File: src/rtl/rsc_pkg.sv
package rsc_pkg;

  localparam int FLAG_W = 4;
  localparam int NUM_EV = 6;

  // index order is priority order, 0 highest
  typedef enum logic [2:0] {
    CS_POR     = 3'd0,
    CS_DBG_CMD = 3'd1,
    CS_DBG_PIN = 3'd2,
    CS_EXT     = 3'd3,
    CS_WDT     = 3'd4,
    CS_GPIO    = 3'd5
  } cause_e;

  // flag order: {power-on, stop, watchdog, external}
  function automatic logic [FLAG_W-1:0] cause_pattern(input cause_e c, input logic stopped);
    logic [FLAG_W-1:0] p;
    case (c)
      CS_POR:     p = 4'b1000;
      CS_DBG_CMD: p = 4'b1001;
      CS_DBG_PIN: p = 4'b1000;
      CS_EXT:     p = 4'b0001;
      CS_WDT:     p = stopped ? 4'b0110 : 4'b0010;
      CS_GPIO:    p = 4'b0100;
      default:    p = 4'b0000;
    endcase
    return p;
  endfunction

endpackage

File: src/rtl/rsc_event_arbiter.sv
module rsc_event_arbiter
  import rsc_pkg::*;
#(
  parameter int N = NUM_EV
) (
  input  logic               clk,
  input  logic               rst_n,
  input  logic [N-1:0]       ev_i,
  input  logic               stopped_i,
  output logic               valid_o,
  output logic [FLAG_W-1:0]  pattern_o
);

  localparam int IDX_W = (N > 1) ? $clog2(N) : 1;

  logic [N-1:0]     grant;
  logic [IDX_W-1:0] sel_idx;
  logic             found;

  always_comb begin
    grant   = '0;
    sel_idx = '0;
    found   = 1'b0;
    for (int i = 0; i < N; i++) begin
      if (ev_i[i] && !found) begin
        grant[i] = 1'b1;
        sel_idx  = IDX_W'(i);
        found    = 1'b1;
      end
    end
  end

  assign valid_o   = found;
  assign pattern_o = cause_pattern(cause_e'(sel_idx), stopped_i);


  grant_single_chk: assert property (@(posedge clk) disable iff (!rst_n)
    $onehot0(grant));


  grant_is_top_chk: assert property (@(posedge clk) disable iff (!rst_n)
    ev_i[0] |-> grant[0]);

endmodule

File: src/rtl/rsc_flag_store.sv
module rsc_flag_store
  import rsc_pkg::*;
#(
  parameter logic [FLAG_W-1:0] RESET_PAT = 4'b1000
) (
  input  logic              clk,
  input  logic              rst_n,
  input  logic              load_i,
  input  logic [FLAG_W-1:0] load_pat_i,
  input  logic              clr_i,
  output logic [FLAG_W-1:0] flags_o
);

  logic [FLAG_W-1:0] flags_q;

  always_ff @(posedge clk or negedge rst_n) begin
    if (!rst_n)      flags_q <= RESET_PAT;
    else if (load_i) flags_q <= load_pat_i;
    else if (clr_i)  flags_q <= '0;
  end

  assign flags_o = flags_q;


  read_clears_chk: assert property (@(posedge clk) disable iff (!rst_n)
    (clr_i && !load_i) |=> (flags_o == '0));


  event_wins_chk: assert property (@(posedge clk) disable iff (!rst_n)
    load_i |=> (flags_o == $past(load_pat_i)));

endmodule

File: src/rtl/rsc_bus_decode.sv
module rsc_bus_decode
  import rsc_pkg::*;
#(
  parameter int                ADDR_W   = 12,
  parameter logic [ADDR_W-1:0] REG_ADDR = 12'hFF0
) (
  input  logic [ADDR_W-1:0] addr_i,
  input  logic              rd_i,
  input  logic [FLAG_W-1:0] flags_i,
  input  logic              lv_i,
  output logic              rd_hit_o,
  output logic [7:0]        rdata_o
);

  localparam int RSV_W = 8 - FLAG_W - 1;

  assign rd_hit_o = rd_i && (addr_i == REG_ADDR);
  assign rdata_o  = rd_hit_o ? {flags_i, {RSV_W{1'b0}}, lv_i} : 8'h00;

endmodule

File: src/rtl/rstcause_status.sv
module rstcause_status
  import rsc_pkg::*;
#(
  parameter int                ADDR_W   = 12,
  parameter logic [ADDR_W-1:0] REG_ADDR = 12'hFF0
) (
  input  logic              clk,
  input  logic              rst_n,
  input  logic [ADDR_W-1:0] bus_addr,
  input  logic              bus_rd,
  input  logic              bus_wr,
  output logic [7:0]        bus_rdata,
  input  logic              ev_por,
  input  logic              ev_dbg_cmd,
  input  logic              ev_dbg_pin,
  input  logic              ev_ext_pin,
  input  logic              ev_wdt,
  input  logic              ev_gpio_wake,
  input  logic              in_stop,
  input  logic              lv_level
);

  logic [NUM_EV-1:0] ev_vec;
  logic              ev_valid;
  logic [FLAG_W-1:0] ev_pat;
  logic [FLAG_W-1:0] flags;
  logic              rd_hit;

  assign ev_vec = {ev_gpio_wake, ev_wdt, ev_ext_pin, ev_dbg_pin, ev_dbg_cmd, ev_por};

  rsc_event_arbiter #(.N(NUM_EV)) u_arb (
    .clk       (clk),
    .rst_n     (rst_n),
    .ev_i      (ev_vec),
    .stopped_i (in_stop),
    .valid_o   (ev_valid),
    .pattern_o (ev_pat)
  );

  rsc_flag_store #(.RESET_PAT(4'b1000)) u_store (
    .clk        (clk),
    .rst_n      (rst_n),
    .load_i     (ev_valid),
    .load_pat_i (ev_pat),
    .clr_i      (rd_hit),
    .flags_o    (flags)
  );

  rsc_bus_decode #(.ADDR_W(ADDR_W), .REG_ADDR(REG_ADDR)) u_dec (
    .addr_i   (bus_addr),
    .rd_i     (bus_rd),
    .flags_i  (flags),
    .lv_i     (lv_level),
    .rd_hit_o (rd_hit),
    .rdata_o  (bus_rdata)
  );


  por_pattern_chk: assert property (@(posedge clk) disable iff (!rst_n)
    ev_por |=> (flags == 4'b1000));


  ext_pattern_chk: assert property (@(posedge clk) disable iff (!rst_n)
    (ev_ext_pin && !ev_por && !ev_dbg_cmd && !ev_dbg_pin) |=> (flags == 4'b0001));


  wdt_stop_pattern_chk: assert property (@(posedge clk) disable iff (!rst_n)
    (ev_wdt && in_stop && !ev_por && !ev_dbg_cmd && !ev_dbg_pin && !ev_ext_pin)
      |=> (flags == 4'b0110));


  write_ignored_chk: assert property (@(posedge clk) disable iff (!rst_n)
    (bus_wr && !bus_rd && !(|ev_vec)) |=> $stable(flags));


  idle_bus_zero_chk: assert property (@(posedge clk) disable iff (!rst_n)
    !bus_rd |-> (bus_rdata == 8'h00));

endmodule

File: config.mk
export PLATFORM = sky130hd
export DESIGN_NAME = rstcause_status
export DESIGN_NICKNAME = d
export VERILOG_FILES = /design/src/rtl/rsc_pkg.sv /design/src/rtl/rsc_event_arbiter.sv /design/src/rtl/rsc_flag_store.sv /design/src/rtl/rsc_bus_decode.sv /design/src/rtl/rstcause_status.sv
export SDC_FILE = /design/constraint.sdc
export NUM_CORES = 1
export LEC_CHECK = 0
export BUFFER_PORTS_ARGS = -buffer_cell sky130_fd_sc_hd__buf_2
export CORE_AREA = 8 8 45 47
export CTS_BUF_LIST = sky130_fd_sc_hd__clkbuf_4 sky130_fd_sc_hd__clkbuf_8
export DETAILED_ROUTE_END_ITERATION = 6
export DIE_AREA = 0 0 53 55
export GPL_TIMING_DRIVEN = 0
export PLACE_DENSITY = 0.69
export SYNTH_ARGS = -nofsm -noshare
export SYNTH_HDL_FRONTEND = slang
export SYNTH_HIERARCHICAL = 1
export SYNTH_SLANG_ARGS = --single-unit
export TNS_END_PERCENT = 20
File: constraint.sdc
create_clock -name clk -period 3.1 [get_ports clk]
set_input_delay 0.155 -clock clk [delete_from_list [all_inputs] [get_ports clk]]
set_output_delay 0.155 -clock clk [all_outputs]
set_load 0.02 [all_outputs]
Yosys cells after proc, flatten, opt, wreduce, memory -nomap -nowiden
Index checks and enable logic that the tools add are counted.
{"block": "word_totals", "regBits": 4, "input_bits": 24, "out_inout_bits": 8, "word_cells": 37}
{"block": "classes", "eq_ne": 6, "mux": 16, "reduce_logical": 14}
{"op": "4-bit case mux with 5 select lines", "n": 1}
{"op": "12-bit equality test (second input constant)", "n": 1}
{"op": "3-bit 2-to-1 mux", "n": 3}
{"op": "4-bit 2-to-1 mux", "n": 2}
{"op": "8-bit 2-to-1 mux", "n": 1}
{"op": "1-bit 2-to-1 mux", "n": 7}
{"op": "3-bit by 2-bit equality test with 1-bit output (second input constant)", "n": 2}
{"op": "3-bit equality test (second input constant)", "n": 2}
{"op": "1-bit logical AND", "n": 6}
{"op": "1-bit zero test", "n": 5}
{"op": "2-bit 2-to-1 mux", "n": 2}
{"op": "3-bit by 1-bit equality test with 1-bit output (second input constant)", "n": 1}
{"op": "3-bit zero test", "n": 1}
{"op": "2-bit nonzero test", "n": 1}
{"op": "2-bit OR reduction", "n": 1}

Longest topological paths before layout
{"block": "depth", "ltp_word": 20, "depth_mapped": 4, "mapped_depth_nobuf": 4}

Modules after synthesis
The synthesis kept the hierarchy.
{"mod": "rsc_bus_decode", "n_inst": 1, "cells_per_inst": 19, "area_per_inst_um2": 152.6, "seq_area_each_um2": 0.0}
{"mod": "rsc_flag_store", "n_inst": 1, "cells_per_inst": 9, "area_per_inst_um2": 142.6, "seq_area_each_um2": 101.3}
{"mod": "rsc_event_arbiter", "n_inst": 1, "cells_per_inst": 11, "area_per_inst_um2": 71.3, "seq_area_each_um2": 0.0}

Worst setup path after synthesis
No wires, ideal clock.
{"block": "synth_timing", "path_kind": "flip-flop to output port", "from": "reg u_store.flags_q[3], in the netlist u_store/flags_o[3]", "to": "out bus_rdata[7]", "arrival_time_ns": 1.467, "t_required_ns": 2.945, "path_slack_ns": 1.478, "stages_incl_launch_ff": 3, "path_buffers": 0, "cell_sequence": "dfstp_2 -> or3b_1 -> nor4_1"}
{"block": "synth_via", "elab_chain_cells": 1}
{"element": "start, declared", "line_no": "rsc_flag_store.sv:14", "rtl": "logic [FLAG_W-1:0] flags_q;"}
{"element": "start signal, assigned", "line_no": "rsc_flag_store.sv:18", "rtl": "else if (load_i) flags_q <= load_pat_i;"}
{"element": "8-bit 2-to-1 mux", "line_no": "rsc_bus_decode.sv:18", "rtl": "assign rdata_o = rd_hit_o ? {flags_i, {RSV_W{1'b0}}, lv_i} : 8'h00;"}
{"element": "end, declared", "line_no": "rstcause_status.sv:12", "rtl": "output logic [7:0] bus_rdata,"}
No other way between the ends.

Worst setup path after layout
Same ends and word-level chain as after synthesis.

==> impl_metrics.tcl <==
set metrics [dict create \
    status "complete, no violations" \
    peakVddDrop_uv 111 \
    grt_overflow 0 \
    cp.required_ns 2.94 \
    synth_top_area_share_pct 20.5 \
    portBuffers 27 \
    gp_congestion 0.820 \
    synth_area_leaders "dfrtp_1 20%, or3b_1 12%, a22o_1 9.6%, nor4_1 8.5%, nand4bb_4 7.5%" \
    internal_power_w 0.000133 \
    p_per_area_mw_per_mm2 308 \
    clock_sinks 4 \
    synth.lib_cells_used.distinct 23 \
    drc 0 \
    grt_max_degree 7 \
    regToRegSetupSlack_ns 2.41 \
    synthArstFlopShare_pct 100 \
    clkPwrFrac_pct 46.5 \
    synth_top_flop_cell "dfrtp_1" \
    path_max_fanout 2 \
    cts_buffer_depth 2 \
    vias 418 \
    cp.arrival_ns 1.48 \
    via_per_inst 4.70 \
    postRouteAntennaNets 0 \
    netlist_area_um2 367 \
    h-tree-depth 1 \
    synth_seq_cells 4 \
    synth_largest_area_cell "dfrtp_1" \
    avgSynthCellArea_um2 9.40 \
    drv_cap 0 \
    hold_class "input pin to async pin" \
    grt_pass1_vias 400 \
    numCtsBuffers 3 \
    die_x_um 53 \
    drt_first_pass_iters 4 \
    insertion_delay_ns 0.23 \
    max_freq_mhz 610 \
    worstReg2RegStart "u_store/flags_o[3]" \
    clkTransAtPathRegs_ns 0.04 \
    synth_seq_area_share_pct 27.6 \
    worst_slack_ns 1.46 \
    ys_top_cells_by_count "5 x nor4_1, 5 x or3b_1, 4 x a22o_1, 3 x buf_4, 3 x dfrtp_1" \
    rsz0062_at_grt "no" \
    leakage_nw 0.276 \
    largest_reg_flops 4 \
    synth-edff-count 0 \
    stdcell_count 89 \
    finalSetupTns_ns 0 \
    post_cts_resized 0 \
    die_h_um 55 \
    initial_core_util_pct 26.5 \
    grt_antenna_before_repair 0 \
    nets 98 \
    ys.warnings.count 6 \
    place_inst 84 \
    cts_root_buffer "clkbuf_4" \
    diodes 0 \
    crit_path_end_kind "output pin" \
    drt_iter0_drc 7 \
    worstSetupStartpointType "register" \
    cts_tree "built" \
    setup_viol 0 \
    min_period_over_period_pct 52.8 \
    die_area_mm2 0.00292 \
    pwr-share-comb_pct 21.8 \
    rows 14 \
    grt_usage_pct 7.50 \
    min_period_ns 1.64 \
    wl_um 1020 \
    nFillCells 149 \
    routedWlPerCell_um 11.4 \
    finalHoldViolCount 0 \
    synthCells 39 \
    coreArea_mm2 0.00138 \
    clock_skew_ns 0 \
    p_sw_share_pct 24.3 \
    rr_worst_depth 1 \
    reg2reg_to "u_store/flags_o[3]" \
    critPathKind "register to output pin" \
    p_switching_w 0.0000426 \
    io_pins 32 \
    grt_pass1_wl_um 1590 \
    drv_slew 0 \
    area_delta_synth_final_pct 55.3 \
    final_layout_size_suffix_gt1_share_pct 53.4 \
    post-place-ws_ns 1.70 \
    seq_power_share_pct 31.8 \
]
[per-layer routing]
metal | wire (µm) | vias up | GRT usage (%)
li1 | - | 217 | -
met1 | 385 | 170 | 7.49
met2 | 390 | 31 | 10.5
met3 | 241 | 0 | 5.88
met4 | 0 | 0 | 5.17
met5 | 0 | - | 0
[worst max path at each step]
stage / startpoint / endpoint / slack (ns)
finish: u_store/flags_o[3] / bus_rdata[7] / 1.46
global route: u_store/flags_o[3] / bus_rdata[7] / 1.35
CTS: u_store/flags_o[3] / bus_rdata[7] / 1.44
detailed placement: u_store/flags_o[3] / bus_rdata[7] / 1.70
global placement: u_store/flags_o[3] / bus_rdata[7] / 1.73
floorplan: u_store/flags_o[3] / bus_rdata[7] / 1.48
[critical path, cell delays in order (launching register included)]
cell and delay, ns:
dfstp_2 0.52, or3b_1 0.33, nor4_1 0.18, buf_2 0.21
[through the flow]
step                      hold WS (ns)  instance area, µm²  util (%)  power (W)
after CTS                        0.237                 569      41.1   0.000178
after floorplan                 -0.141                 374         -  0.0000738
after global placement         -0.0389                 529      38.2  0.0000927
after global routing             0.252                 569      41.1   0.000188
after detailed placement       -0.0359                 529      38.2  0.0000938
final                            0.238                 569      41.1   0.000176
[power by group through the flow]
stage / logic [W] / clock network, W / registers (W)
global placement: 0.0000362 / 0 / 0.0000565
CTS: 0.0000383 / 0.0000839 / 0.0000559
floorplan: 0.0000176 / 0 / 0.0000562
finish: 0.0000382 / 0.0000816 / 0.0000558
detailed placement: 0.0000373 / 0 / 0.0000565
global route: 0.0000427 / 0.0000895 / 0.0000560
[cells by family after synthesis]
logic type	count (synthesis)	share of synthesized area [%]
flops	4	27.6
mux	1	2.73
simple gates	23	48.5
other cells	1	1.02
compound gates	6	13.0
buf+inv	4	7.17
[cell type report]
class / count / area [µm²] / share of cell area [%]
Buffer: 3 / 22.5 / 3.96
Sequential cell: 4 / 101 / 17.8
Clock buffer: 4 / 30.0 / 5.27
Inverter: 1 / 3.75 / 0.659
Timing Repair Buffer: 28 / 145 / 25.5
Tap cell: 16 / 20.0 / 3.52
Multi-Input combinational cell: 33 / 246 / 43.3
[layout by cell type (no fill, tap or decap), types with 2 or more instances in the layout]
master,Yosys,final
buf_2,0,27
or3b_1,5,5
nor4_1,5,5
clkbuf_4,0,4
a22o_1,4,4
buf_4,3,3
conb_1,1,3
dfrtp_1,3,3
nor2_1,2,2
[what timing repair did]
item	4_1_cts	5_1_grt
buffers inserted	0	0
hold buffers	1	0
hold endpoints to repair	4	0
No activity file was read; power rests on OpenSTA's default activity.
